**src/rtl/rs485_tx_pkg.sv**
```systemverilog
`timescale 1ns/1ps
package rs485_tx_pkg;

    typedef enum logic [1:0] {
        PAR_EVEN = 2'b00,
        PAR_ODD  = 2'b01,
        PAR_LOW  = 2'b10,
        PAR_HIGH = 2'b11
    } par_mode_e;

    typedef enum logic [2:0] {
        ST_IDLE,
        ST_LEAD,
        ST_START,
        ST_DATA,
        ST_PAR,
        ST_STOP,
        ST_BRK
    } tx_state_e;

    function automatic logic parity_bit(input par_mode_e mode, input logic xor_red);
        logic r;
        unique case (mode)
            PAR_EVEN: r = xor_red;
            PAR_ODD:  r = ~xor_red;
            PAR_LOW:  r = 1'b0;
            PAR_HIGH: r = 1'b1;
        endcase
        return r;
    endfunction

endpackage

```
**src/rtl/rs485_tx_fifo.sv**
```systemverilog
`timescale 1ns/1ps
module rs485_tx_fifo #(
    parameter int W     = 10,
    parameter int DEPTH = 16
) (
    input  logic         clk,
    input  logic         rst_n,
    input  logic         wr_req_i,
    input  logic [W-1:0] din_i,
    input  logic         pop_i,
    output logic         accept_o,
    output logic [W-1:0] dout_o,
    output logic         empty_o,
    output logic         full_o
);
    localparam int AW = (DEPTH > 1) ? $clog2(DEPTH) : 1;
    localparam int CW = $clog2(DEPTH + 1);
    localparam logic [AW-1:0] LAST = AW'(DEPTH - 1);

    logic [W-1:0]  mem_q [DEPTH];
    logic [AW-1:0] wptr_q, rptr_q;
    logic [CW-1:0] count_q;

    assign empty_o  = (count_q == '0);
    assign full_o   = (count_q == CW'(DEPTH));
    assign accept_o = wr_req_i && !full_o;
    assign dout_o   = mem_q[rptr_q];

    always_ff @(posedge clk) begin
        if (accept_o) mem_q[wptr_q] <= din_i;
    end

    always_ff @(posedge clk or negedge rst_n) begin
        if (!rst_n) begin
            wptr_q  <= '0;
            rptr_q  <= '0;
            count_q <= '0;
        end else begin
            if (accept_o) wptr_q <= (wptr_q == LAST) ? '0 : wptr_q + 1'b1;
            if (pop_i)    rptr_q <= (rptr_q == LAST) ? '0 : rptr_q + 1'b1;
            unique case ({accept_o, pop_i})
                2'b10:   count_q <= count_q + 1'b1;
                2'b01:   count_q <= count_q - 1'b1;
                default: count_q <= count_q;
            endcase
        end
    end

    assert_no_overflow_R8: assert property (@(posedge clk) disable iff (!rst_n)
        (full_o && wr_req_i && !pop_i) |=> (full_o && $stable(wptr_q)));

    assert_no_underflow_R8: assert property (@(posedge clk) disable iff (!rst_n)
        pop_i |-> !empty_o);

endmodule

```
**src/rtl/rs485_tx_fsm.sv**
```systemverilog
`timescale 1ns/1ps
module rs485_tx_fsm
    import rs485_tx_pkg::*;
#(
    parameter int DATA_W        = 8,
    parameter int TICKS_PER_BIT = 16,
    parameter int BRK_W         = 8
) (
    input  logic              clk,
    input  logic              rst_n,
    input  logic              tick_i,
    input  logic              fifo_empty_i,
    input  logic              wr_acc_i,
    input  logic [DATA_W-1:0] ent_data_i,
    input  par_mode_e         ent_mode_i,
    input  logic              brk_req_i,
    input  logic [BRK_W-1:0]  brk_len_i,
    output logic              pop_o,
    output logic              txd_o,
    output logic              de_o,
    output logic              idle_o,
    output logic              done_o,
    output logic              lead_pop_o,
    output logic              stop_enter_o,
    output logic              brk_go_o
);
    localparam int TCW = (TICKS_PER_BIT > 1) ? $clog2(TICKS_PER_BIT) : 1;
    localparam int BIW = (DATA_W > 1) ? $clog2(DATA_W) : 1;
    localparam logic [TCW-1:0] TC_LAST  = TCW'(TICKS_PER_BIT - 1);
    localparam logic [BIW-1:0] BIT_LAST = BIW'(DATA_W - 1);

    tx_state_e         state_q, state_d;
    logic [TCW-1:0]    tcnt_q;
    logic [BIW-1:0]    bidx_q;
    logic [DATA_W-1:0] shreg_q;
    logic              par_q;
    par_mode_e         mode_q;
    logic [BRK_W-1:0]  brk_cnt_q, brk_len_q;
    logic              bit_end, brk_last, load;

    assign bit_end  = tick_i && (tcnt_q == TC_LAST);
    assign brk_last = (brk_cnt_q == brk_len_q - 1'b1);

    // next state and transition strobes
    always_comb begin
        state_d      = state_q;
        pop_o        = 1'b0;
        load         = 1'b0;
        done_o       = 1'b0;
        lead_pop_o   = 1'b0;
        stop_enter_o = 1'b0;
        brk_go_o     = 1'b0;
        unique case (state_q)
            ST_IDLE: begin
                if (!fifo_empty_i) begin
                    state_d = ST_LEAD;
                end else if (brk_req_i && !wr_acc_i) begin
                    state_d  = ST_BRK;
                    brk_go_o = 1'b1;
                end
            end
            ST_LEAD: begin
                if (bit_end) begin
                    state_d    = ST_START;
                    pop_o      = 1'b1;
                    load       = 1'b1;
                    lead_pop_o = 1'b1;
                end
            end
            ST_START: begin
                if (bit_end) state_d = ST_DATA;
            end
            ST_DATA: begin
                if (bit_end && bidx_q == BIT_LAST) state_d = ST_PAR;
            end
            ST_PAR: begin
                if (bit_end) begin
                    state_d      = ST_STOP;
                    stop_enter_o = 1'b1;
                end
            end
            ST_STOP: begin
                if (bit_end) begin
                    if (!fifo_empty_i) begin
                        state_d = ST_START;
                        pop_o   = 1'b1;
                        load    = 1'b1;
                    end else begin
                        state_d = ST_IDLE;
                        done_o  = 1'b1;
                    end
                end
            end
            ST_BRK: begin
                if (bit_end && brk_last) begin
                    state_d = ST_IDLE;
                    done_o  = 1'b1;
                end
            end
            default: state_d = ST_IDLE;
        endcase
    end

    // state register
    always_ff @(posedge clk or negedge rst_n) begin
        if (!rst_n) state_q <= ST_IDLE;
        else        state_q <= state_d;
    end

    // bit timing and shift datapath
    always_ff @(posedge clk or negedge rst_n) begin
        if (!rst_n) begin
            tcnt_q    <= '0;
            bidx_q    <= '0;
            shreg_q   <= '0;
            par_q     <= 1'b0;
            mode_q    <= PAR_EVEN;
            brk_cnt_q <= '0;
            brk_len_q <= BRK_W'(1);
        end else begin
            if (state_q == ST_IDLE) tcnt_q <= '0;
            else if (tick_i)        tcnt_q <= bit_end ? '0 : tcnt_q + 1'b1;

            if (state_q == ST_START)                bidx_q <= '0;
            else if (state_q == ST_DATA && bit_end) bidx_q <= bidx_q + 1'b1;

            if (load) begin
                shreg_q <= ent_data_i;
                mode_q  <= ent_mode_i;
                par_q   <= parity_bit(ent_mode_i, ^ent_data_i);
            end else if (state_q == ST_DATA && bit_end) begin
                shreg_q <= shreg_q >> 1;
            end

            if (brk_go_o) begin
                brk_cnt_q <= '0;
                brk_len_q <= (brk_len_i == '0) ? BRK_W'(1) : brk_len_i;
            end else if (state_q == ST_BRK && bit_end) begin
                brk_cnt_q <= brk_cnt_q + 1'b1;
            end
        end
    end

    // outputs decoded from state
    always_comb begin
        txd_o  = 1'b1;
        de_o   = 1'b1;
        idle_o = 1'b0;
        unique case (state_q)
            ST_IDLE:  begin de_o = 1'b0; idle_o = 1'b1; end
            ST_LEAD:  txd_o = 1'b1;
            ST_START: txd_o = 1'b0;
            ST_DATA:  txd_o = shreg_q[0];
            ST_PAR:   txd_o = par_q;
            ST_STOP:  txd_o = 1'b1;
            ST_BRK:   txd_o = 1'b0;
            default:  begin de_o = 1'b0; idle_o = 1'b1; end
        endcase
    end

    assert_stick_high_R2: assert property (@(posedge clk) disable iff (!rst_n)
        (state_q == ST_PAR && mode_q == PAR_HIGH) |-> txd_o);

    assert_stick_low_R2: assert property (@(posedge clk) disable iff (!rst_n)
        (state_q == ST_PAR && mode_q == PAR_LOW) |-> !txd_o);

    assert_stop_high_R1: assert property (@(posedge clk) disable iff (!rst_n)
        (state_q == ST_STOP) |-> (txd_o && de_o));

endmodule

```
**src/rtl/rs485_tx_irq.sv**
```systemverilog
`timescale 1ns/1ps
module rs485_tx_irq (
    input  logic clk,
    input  logic rst_n,
    input  logic idle_i,
    input  logic fifo_empty_i,
    input  logic wr_acc_i,
    input  logic clr_i,
    input  logic done_i,
    input  logic brk_go_i,
    input  logic lead_pop_i,
    input  logic stop_enter_i,
    output logic tsr_empty_o,
    output logic irq_tc_o,
    output logic irq_thre_o
);
    logic hold_q;
    logic tc_q;

    assign tsr_empty_o = idle_i && fifo_empty_i;
    assign irq_tc_o    = tc_q;
    assign irq_thre_o  = fifo_empty_i && !hold_q;

    always_ff @(posedge clk or negedge rst_n) begin
        if (!rst_n) begin
            tc_q   <= 1'b0;
            hold_q <= 1'b0;
        end else begin
            if (wr_acc_i || clr_i || brk_go_i) tc_q <= 1'b0;
            else if (done_i)                     tc_q <= 1'b1;

            if (lead_pop_i)        hold_q <= 1'b1;
            else if (stop_enter_i) hold_q <= 1'b0;
        end
    end

    assert_tc_cleared_by_write_R6: assert property (@(posedge clk) disable iff (!rst_n)
        wr_acc_i |=> !irq_tc_o);

    assert_thre_held_R7: assert property (@(posedge clk) disable iff (!rst_n)
        lead_pop_i |=> !irq_thre_o);

endmodule

```
**src/rtl/rs485_tx.sv**
```systemverilog
`timescale 1ns/1ps
module rs485_tx
    import rs485_tx_pkg::*;
#(
    parameter int DATA_W        = 8,
    parameter int FIFO_DEPTH    = 16,
    parameter int TICKS_PER_BIT = 16,
    parameter int BRK_W         = 8
) (
    input  logic              clk,
    input  logic              rst_n,
    input  logic              tick16_i,
    input  logic              wr_en_i,
    input  logic [DATA_W-1:0] wr_data_i,
    input  logic [1:0]        wr_mode_i,
    input  logic              tc_clr_i,
    input  logic              brk_req_i,
    input  logic [BRK_W-1:0]  brk_len_i,
    output logic              txd_o,
    output logic              de_o,
    output logic              fifo_full_o,
    output logic              tsr_empty_o,
    output logic              irq_thre_o,
    output logic              irq_tc_o
);
    localparam int ENT_W = DATA_W + 2;

    logic             wr_acc, pop, fifo_empty;
    logic [ENT_W-1:0] ent;
    logic             idle, done, lead_pop, stop_enter, brk_go;

    rs485_tx_fifo #(.W(ENT_W), .DEPTH(FIFO_DEPTH)) u_fifo (
        .clk      (clk),
        .rst_n    (rst_n),
        .wr_req_i (wr_en_i),
        .din_i    ({wr_mode_i, wr_data_i}),
        .pop_i    (pop),
        .accept_o (wr_acc),
        .dout_o   (ent),
        .empty_o  (fifo_empty),
        .full_o   (fifo_full_o)
    );

    rs485_tx_fsm #(.DATA_W(DATA_W), .TICKS_PER_BIT(TICKS_PER_BIT), .BRK_W(BRK_W)) u_fsm (
        .clk          (clk),
        .rst_n        (rst_n),
        .tick_i       (tick16_i),
        .fifo_empty_i (fifo_empty),
        .wr_acc_i     (wr_acc),
        .ent_data_i   (ent[DATA_W-1:0]),
        .ent_mode_i   (par_mode_e'(ent[ENT_W-1:DATA_W])),
        .brk_req_i    (brk_req_i),
        .brk_len_i    (brk_len_i),
        .pop_o        (pop),
        .txd_o        (txd_o),
        .de_o         (de_o),
        .idle_o       (idle),
        .done_o       (done),
        .lead_pop_o   (lead_pop),
        .stop_enter_o (stop_enter),
        .brk_go_o     (brk_go)
    );

    rs485_tx_irq u_irq (
        .clk          (clk),
        .rst_n        (rst_n),
        .idle_i       (idle),
        .fifo_empty_i (fifo_empty),
        .wr_acc_i     (wr_acc),
        .clr_i        (tc_clr_i),
        .done_i       (done),
        .brk_go_i     (brk_go),
        .lead_pop_i   (lead_pop),
        .stop_enter_i (stop_enter),
        .tsr_empty_o  (tsr_empty_o),
        .irq_tc_o     (irq_tc_o),
        .irq_thre_o   (irq_thre_o)
    );

    assert_de_release_R5: assert property (@(posedge clk) disable iff (!rst_n)
        $fell(de_o) |-> tsr_empty_o);

    assert_idle_line_R5: assert property (@(posedge clk) disable iff (!rst_n)
        tsr_empty_o |-> (txd_o && !de_o));

    assert_tc_level_R6: assert property (@(posedge clk) disable iff (!rst_n)
        irq_tc_o |-> tsr_empty_o);

    assert_thre_empty_R7: assert property (@(posedge clk) disable iff (!rst_n)
        irq_thre_o |-> fifo_empty);

    assert_brk_only_when_empty_R9: assert property (@(posedge clk) disable iff (!rst_n)
        ($rose(de_o) && !txd_o) |-> $past(tsr_empty_o));

endmodule

```
**config.mk**
```make
export PLATFORM = sky130hd
export DESIGN_NAME = rs485_tx
export DESIGN_NICKNAME = d
export VERILOG_FILES = /design/src/rtl/rs485_tx_pkg.sv /design/src/rtl/rs485_tx_fifo.sv /design/src/rtl/rs485_tx_fsm.sv /design/src/rtl/rs485_tx_irq.sv /design/src/rtl/rs485_tx.sv
export SDC_FILE = /design/constraint.sdc
export NUM_CORES = 1
export LEC_CHECK = 0
export BUFFER_PORTS_ARGS = -buffer_cell sky130_fd_sc_hd__buf_4
export CELL_PAD_IN_SITES_DETAIL_PLACEMENT = 1
export CELL_PAD_IN_SITES_GLOBAL_PLACEMENT = 2
export CORE_UTILIZATION = 46
export CTS_CLUSTER_DIAMETER = 150
export CTS_CLUSTER_SIZE = 14
export DETAILED_ROUTE_END_ITERATION = 16
export HOLD_SLACK_MARGIN = 0.02
export PLACE_DENSITY = 0.83
export SLEW_MARGIN = 20
export SYNTH_ARGS = -nofsm -noshare
export SYNTH_HDL_FRONTEND = slang
export SYNTH_SLANG_ARGS = --single-unit
```
**constraint.sdc**
```tcl
create_clock -name clk -period 3.49 [get_ports clk]
set_clock_uncertainty 0.05 [all_clocks]
set_input_delay 0.698 -clock clk [delete_from_list [all_inputs] [get_ports clk]]
set_output_delay 0.698 -clock clk [all_outputs]
set_load 0.01 [all_outputs]
```
==> summary.md <==
| Metric | Value |
|---|---|
| Clock root cell | `clkbuf_16` |
| Clock power frac | `27.9%` |
| WHS | `0.179 ns` |
| Largest net degree at the start of global routing | `51` |
| Mapped Area | `0.00899 mm^2` |
| Max-cap violations | `0` |
| Antenna-violating nets left | `0` |
| Post-synth top flop | `edfxtp_1` |
| Resized Gates After CTS | `0` |
| Area contributors post-synth | `edfxtp_1 (53%), dfrtp_1 (14%), mux4_2 (11%), nand2_1 (3.0%), xnor2_1 (2.2%)` |
| ANT cells | `0` |
| Final Max Slew Viols | `0` |
| Max Root-Sink Buffers | `3` |
| Vias | `5043` |
| Clock Latency Late Sink | `0.49 ns` |
| Sw Ratio | `29.0%` |
| Vias in the first global route | `5399` |
| EDFF count, synth | `160` |
| Die width | `142 um` |
| Origin of the critical flop-to-flop path | `u_fifo.count_q[0]$_DFFE_PN0P_` |
| WL/cell | `21.0 um` |
| Chip height | `142 um` |
| Synth cell types | `55` |
| Unrepaired setup endpoints after global routing | `false` |
| Setup Buffers After CTS | `0` |
| Fmax | `323 MHz` |
| CP required | `3.82 ns` |
| TritonCTS clock tree | `yes` |
| Hold Crit Class | `primary input to async pin` |
| Initial DRT Pass Iterations | `5` |
| Nets | `672` |
| Crit path time final | `3.10 ns` |
| Slew @ Worst Pin | `0.814 ns` |
| R2R setup slack | `0.39 ns` |
| Initial antenna violation count | `0` |
| Critical Path End Type | `flop` |
| PortBufs | `29` |
| TNS Setup | `0 ns` |
| Slew headroom | `45.3%` |
| First-pass GRT wire length | `30100 um` |
| Final hold viol count | `0` |
| Place WS | `0.316 ns` |
| I/O pin count | `30` |
| Lkg Pwr | `0.00360 uW` |
| Post-layout util | `53.3%` |
| Clk sink count | `210` |
| Gate power share | `20.4%` |
| Crit-path max FO | `5` |
| Sequential area share after synthesis | `67.3%` |
| Worst ir drop on vdd | `0.539 mV` |
| CTS Buf Count | `18` |
| Tcrit/Tclk final | `88.8%` |
| Worst R2R End | `u_fifo.count_q[4]$_DFFE_PN0P_` |
| Area growth, synth to finish | `12.3%` |
| Share of the synthesized area in the top cell type | `53.4%` |
| P per Cell Area | `636 mW/mm^2` |
| Syn_area_per_cell | `15.3 um^2` |
| Sw Pwr | `1860 uW` |
| Status | `finished clean` |
| CTS Hold Bufs | `0` |
| Initial Utilization | `47.4%` |
| Sequential Power Share | `51.7%` |
| Core Rows | `50` |
| Warnings from Yosys | `0` |
| Placed wire-length estimate | `12700 um` |
| DRC Markers | `0` |
| R2R cell count | `12` |
| Vias per Instance | `5.63` |
| Syn Inst Count | `587` |
| Syn Nets | `626` |
| Synth area leader | `edfxtp_1` |
| Share of cells above drive strength 1 | `19.2%` |
| DR iter-0 viols | `218` |
| GRT Overall Usage | `19.7%` |
| Total congestion overflow | `0` |
| Internal power | `4560 uW` |
| CP Launch Type | `flop` |
| FF+latch count, synth | `210` |
| Die area | `0.0201 mm^2` |
| Final Setup Violations | `0` |
| Clock transition at path regs | `0.07 ns` |
| Post-route setup slack | `0.391 ns` |
| H-tree Lvls | `1` |
| PnR Total Power | `6420 uW` |
| Placer Congestion | `0.756` |
| Worst Path Arrival | `3.43 ns` |
| Core Box Area | `0.0190 mm^2` |
| Crit path kind | `flop to flop` |
| Asr flop ratio synth | `23.8%` |
| Routed WL | `18900 um` |
==> layout make-up <==
| type | count | area, um^2 |
|---|---|---|
| inverter | 12 | 45.0 |
| timing repair buffer | 52 | 415 |
| multi-input combinational | 339 | 2760 |
| tap | 260 | 325 |
| sequential | 210 | 6060 |
| clock buffer | 22 | 465 |
| fill | 1799 | 8850 |
| clock inverter | 1 | 30.0 |
==> critical path, stage by stage (launching register included) <==
cell,delay [ns]
dfrtp_1,0.45
nor4_2,0.45
nor2b_1,0.24
nand2_1,0.11
nand3_1,0.15
clkinv_1,0.10
ha_1,0.27
fa_1,0.44
a21o_1,0.19
a21oi_1,0.17
xor2_1,0.16
nor2_1,0.06
xor2_1,0.14
==> state kept, by name (all words and copies together), names as in the netlist, 3 cells and up <==
signal and count:
u_fifo.mem_q 160, u_fsm.state_q 3, u_fsm.brk_cnt_q 8, u_fifo.wptr_q 4, u_fsm.shreg_q 8, u_fsm.brk_len_q 8
u_fsm.tcnt_q 4, u_fifo.rptr_q 4, u_fsm.bidx_q 3, u_fifo.count_q 5
==> worst max path at each step <==
| stage | start | end | depth (start not counted) |
|---|---|---|---|
| after floorplan | u_fifo.count_q[0]$_DFFE_PN0P_ | u_fifo.count_q[4]$_DFFE_PN0P_ | 12 |
| after global placement | u_fifo.count_q[0]$_DFFE_PN0P_ | u_fifo.count_q[4]$_DFFE_PN0P_ | 12 |
| after detailed placement | u_fifo.count_q[0]$_DFFE_PN0P_ | u_fifo.count_q[4]$_DFFE_PN0P_ | 12 |
| after CTS | u_fifo.count_q[0]$_DFFE_PN0P_ | u_fifo.count_q[4]$_DFFE_PN0P_ | 12 |
| after global routing | u_fifo.count_q[0]$_DFFE_PN0P_ | u_fifo.count_q[4]$_DFFE_PN0P_ | 12 |
| final | u_fifo.count_q[0]$_DFFE_PN0P_ | u_fifo.count_q[4]$_DFFE_PN0P_ | 12 |
==> cell usage in the layout, fill, tap and decap left out, drive strengths merged, types with 2 or more instances in the layout <==
master	synthesis	layout
nor4	4	4
and3	4	4
nand2b	4	4
a21oi	12	12
a311oi	3	3
nor3	17	17
edfxtp	160	160
mux2i	4	4
and2	3	3
a21o	5	5
inv	11	11
nand2	73	73
o21ai	16	16
a31oi	6	6
nand4	4	4
clkbuf	10	22
buf	16	52
mux4	42	42
nor2	42	42
a22oi	18	18
mux2	2	2
nor2b	3	3
a211oi	2	2
nand3	9	9
xnor2	23	23
clkinv	1	2
xor2	11	11
ha	14	14
nor3b	3	3
dfrtp	49	49
==> cell usage after synthesis (2+ instances only) <==
cell type    n
edfxtp_1   160
nand2_1     73
dfrtp_1     49
mux4_2      42
nor2_1      42
xnor2_1     23
a22oi_1     18
nor3_1      16
o21ai_0     16
ha_1        14
a21oi_1     12
inv_1       11
xor2_1      11
clkbuf_1    10
nand3_1      9
a31oi_1      6
buf_1        6
a21o_1       5
buf_2        5
and3_1       4
mux2i_1      4
nand2b_1     4
nand4_1      4
nor4_1       4
buf_6        3
nor2b_1      3
a211oi_1     2
a311oi_1     2
and2_1       2
nor3b_1      2
==> metal layers <==
| metal | part of all wire (%) | vias up | track usage [%] |
|---|---|---|---|
| met3 | 3.7 | 27 | 2.94 |
| li1 | - | 2312 | - |
| met1 | 44 | 2603 | 26.4 |
| met5 | 0 | - | 0 |
| met2 | 51 | 101 | 34.2 |
| met4 | 1.9 | 0 | 4.58 |
==> power groups by stage <==
stage | sequential [uW] | combinational, uW | clock (uW)
floorplan | 3230 | 1010 | 0
global placement | 3330 | 1250 | 0
detailed placement | 3360 | 1320 | 0
CTS | 3310 | 1330 | 1850
global route | 3360 | 1470 | 1910
finish | 3320 | 1310 | 1790
==> stage by stage <==
stage / instance area (um^2) / std cells
3_3_place_gp: 9600 / 873
2_1_floorplan: 8990 / 587
3_5_place_dp: 9600 / 873
5_1_grt: 10100 / 896
6_report: 10100 / 896
4_1_cts: 10100 / 896
==> cells by family (layout without fill, tap and decap cells) <==
kind of cell,after synthesis,count (layout),synth area share [%]
multiplexers,48,48,11.2
AO/OA/AOI/OAI,71,71,5.31
AND/OR/NAND/NOR,171,171,8.57
adder cells (fa/ha/maj),15,15,2.17
flip-flops,210,210,67.3
buffers and inverters,38,87,2.07
XOR/XNOR,34,34,3.31
Power figures use the tool's default switching activity.
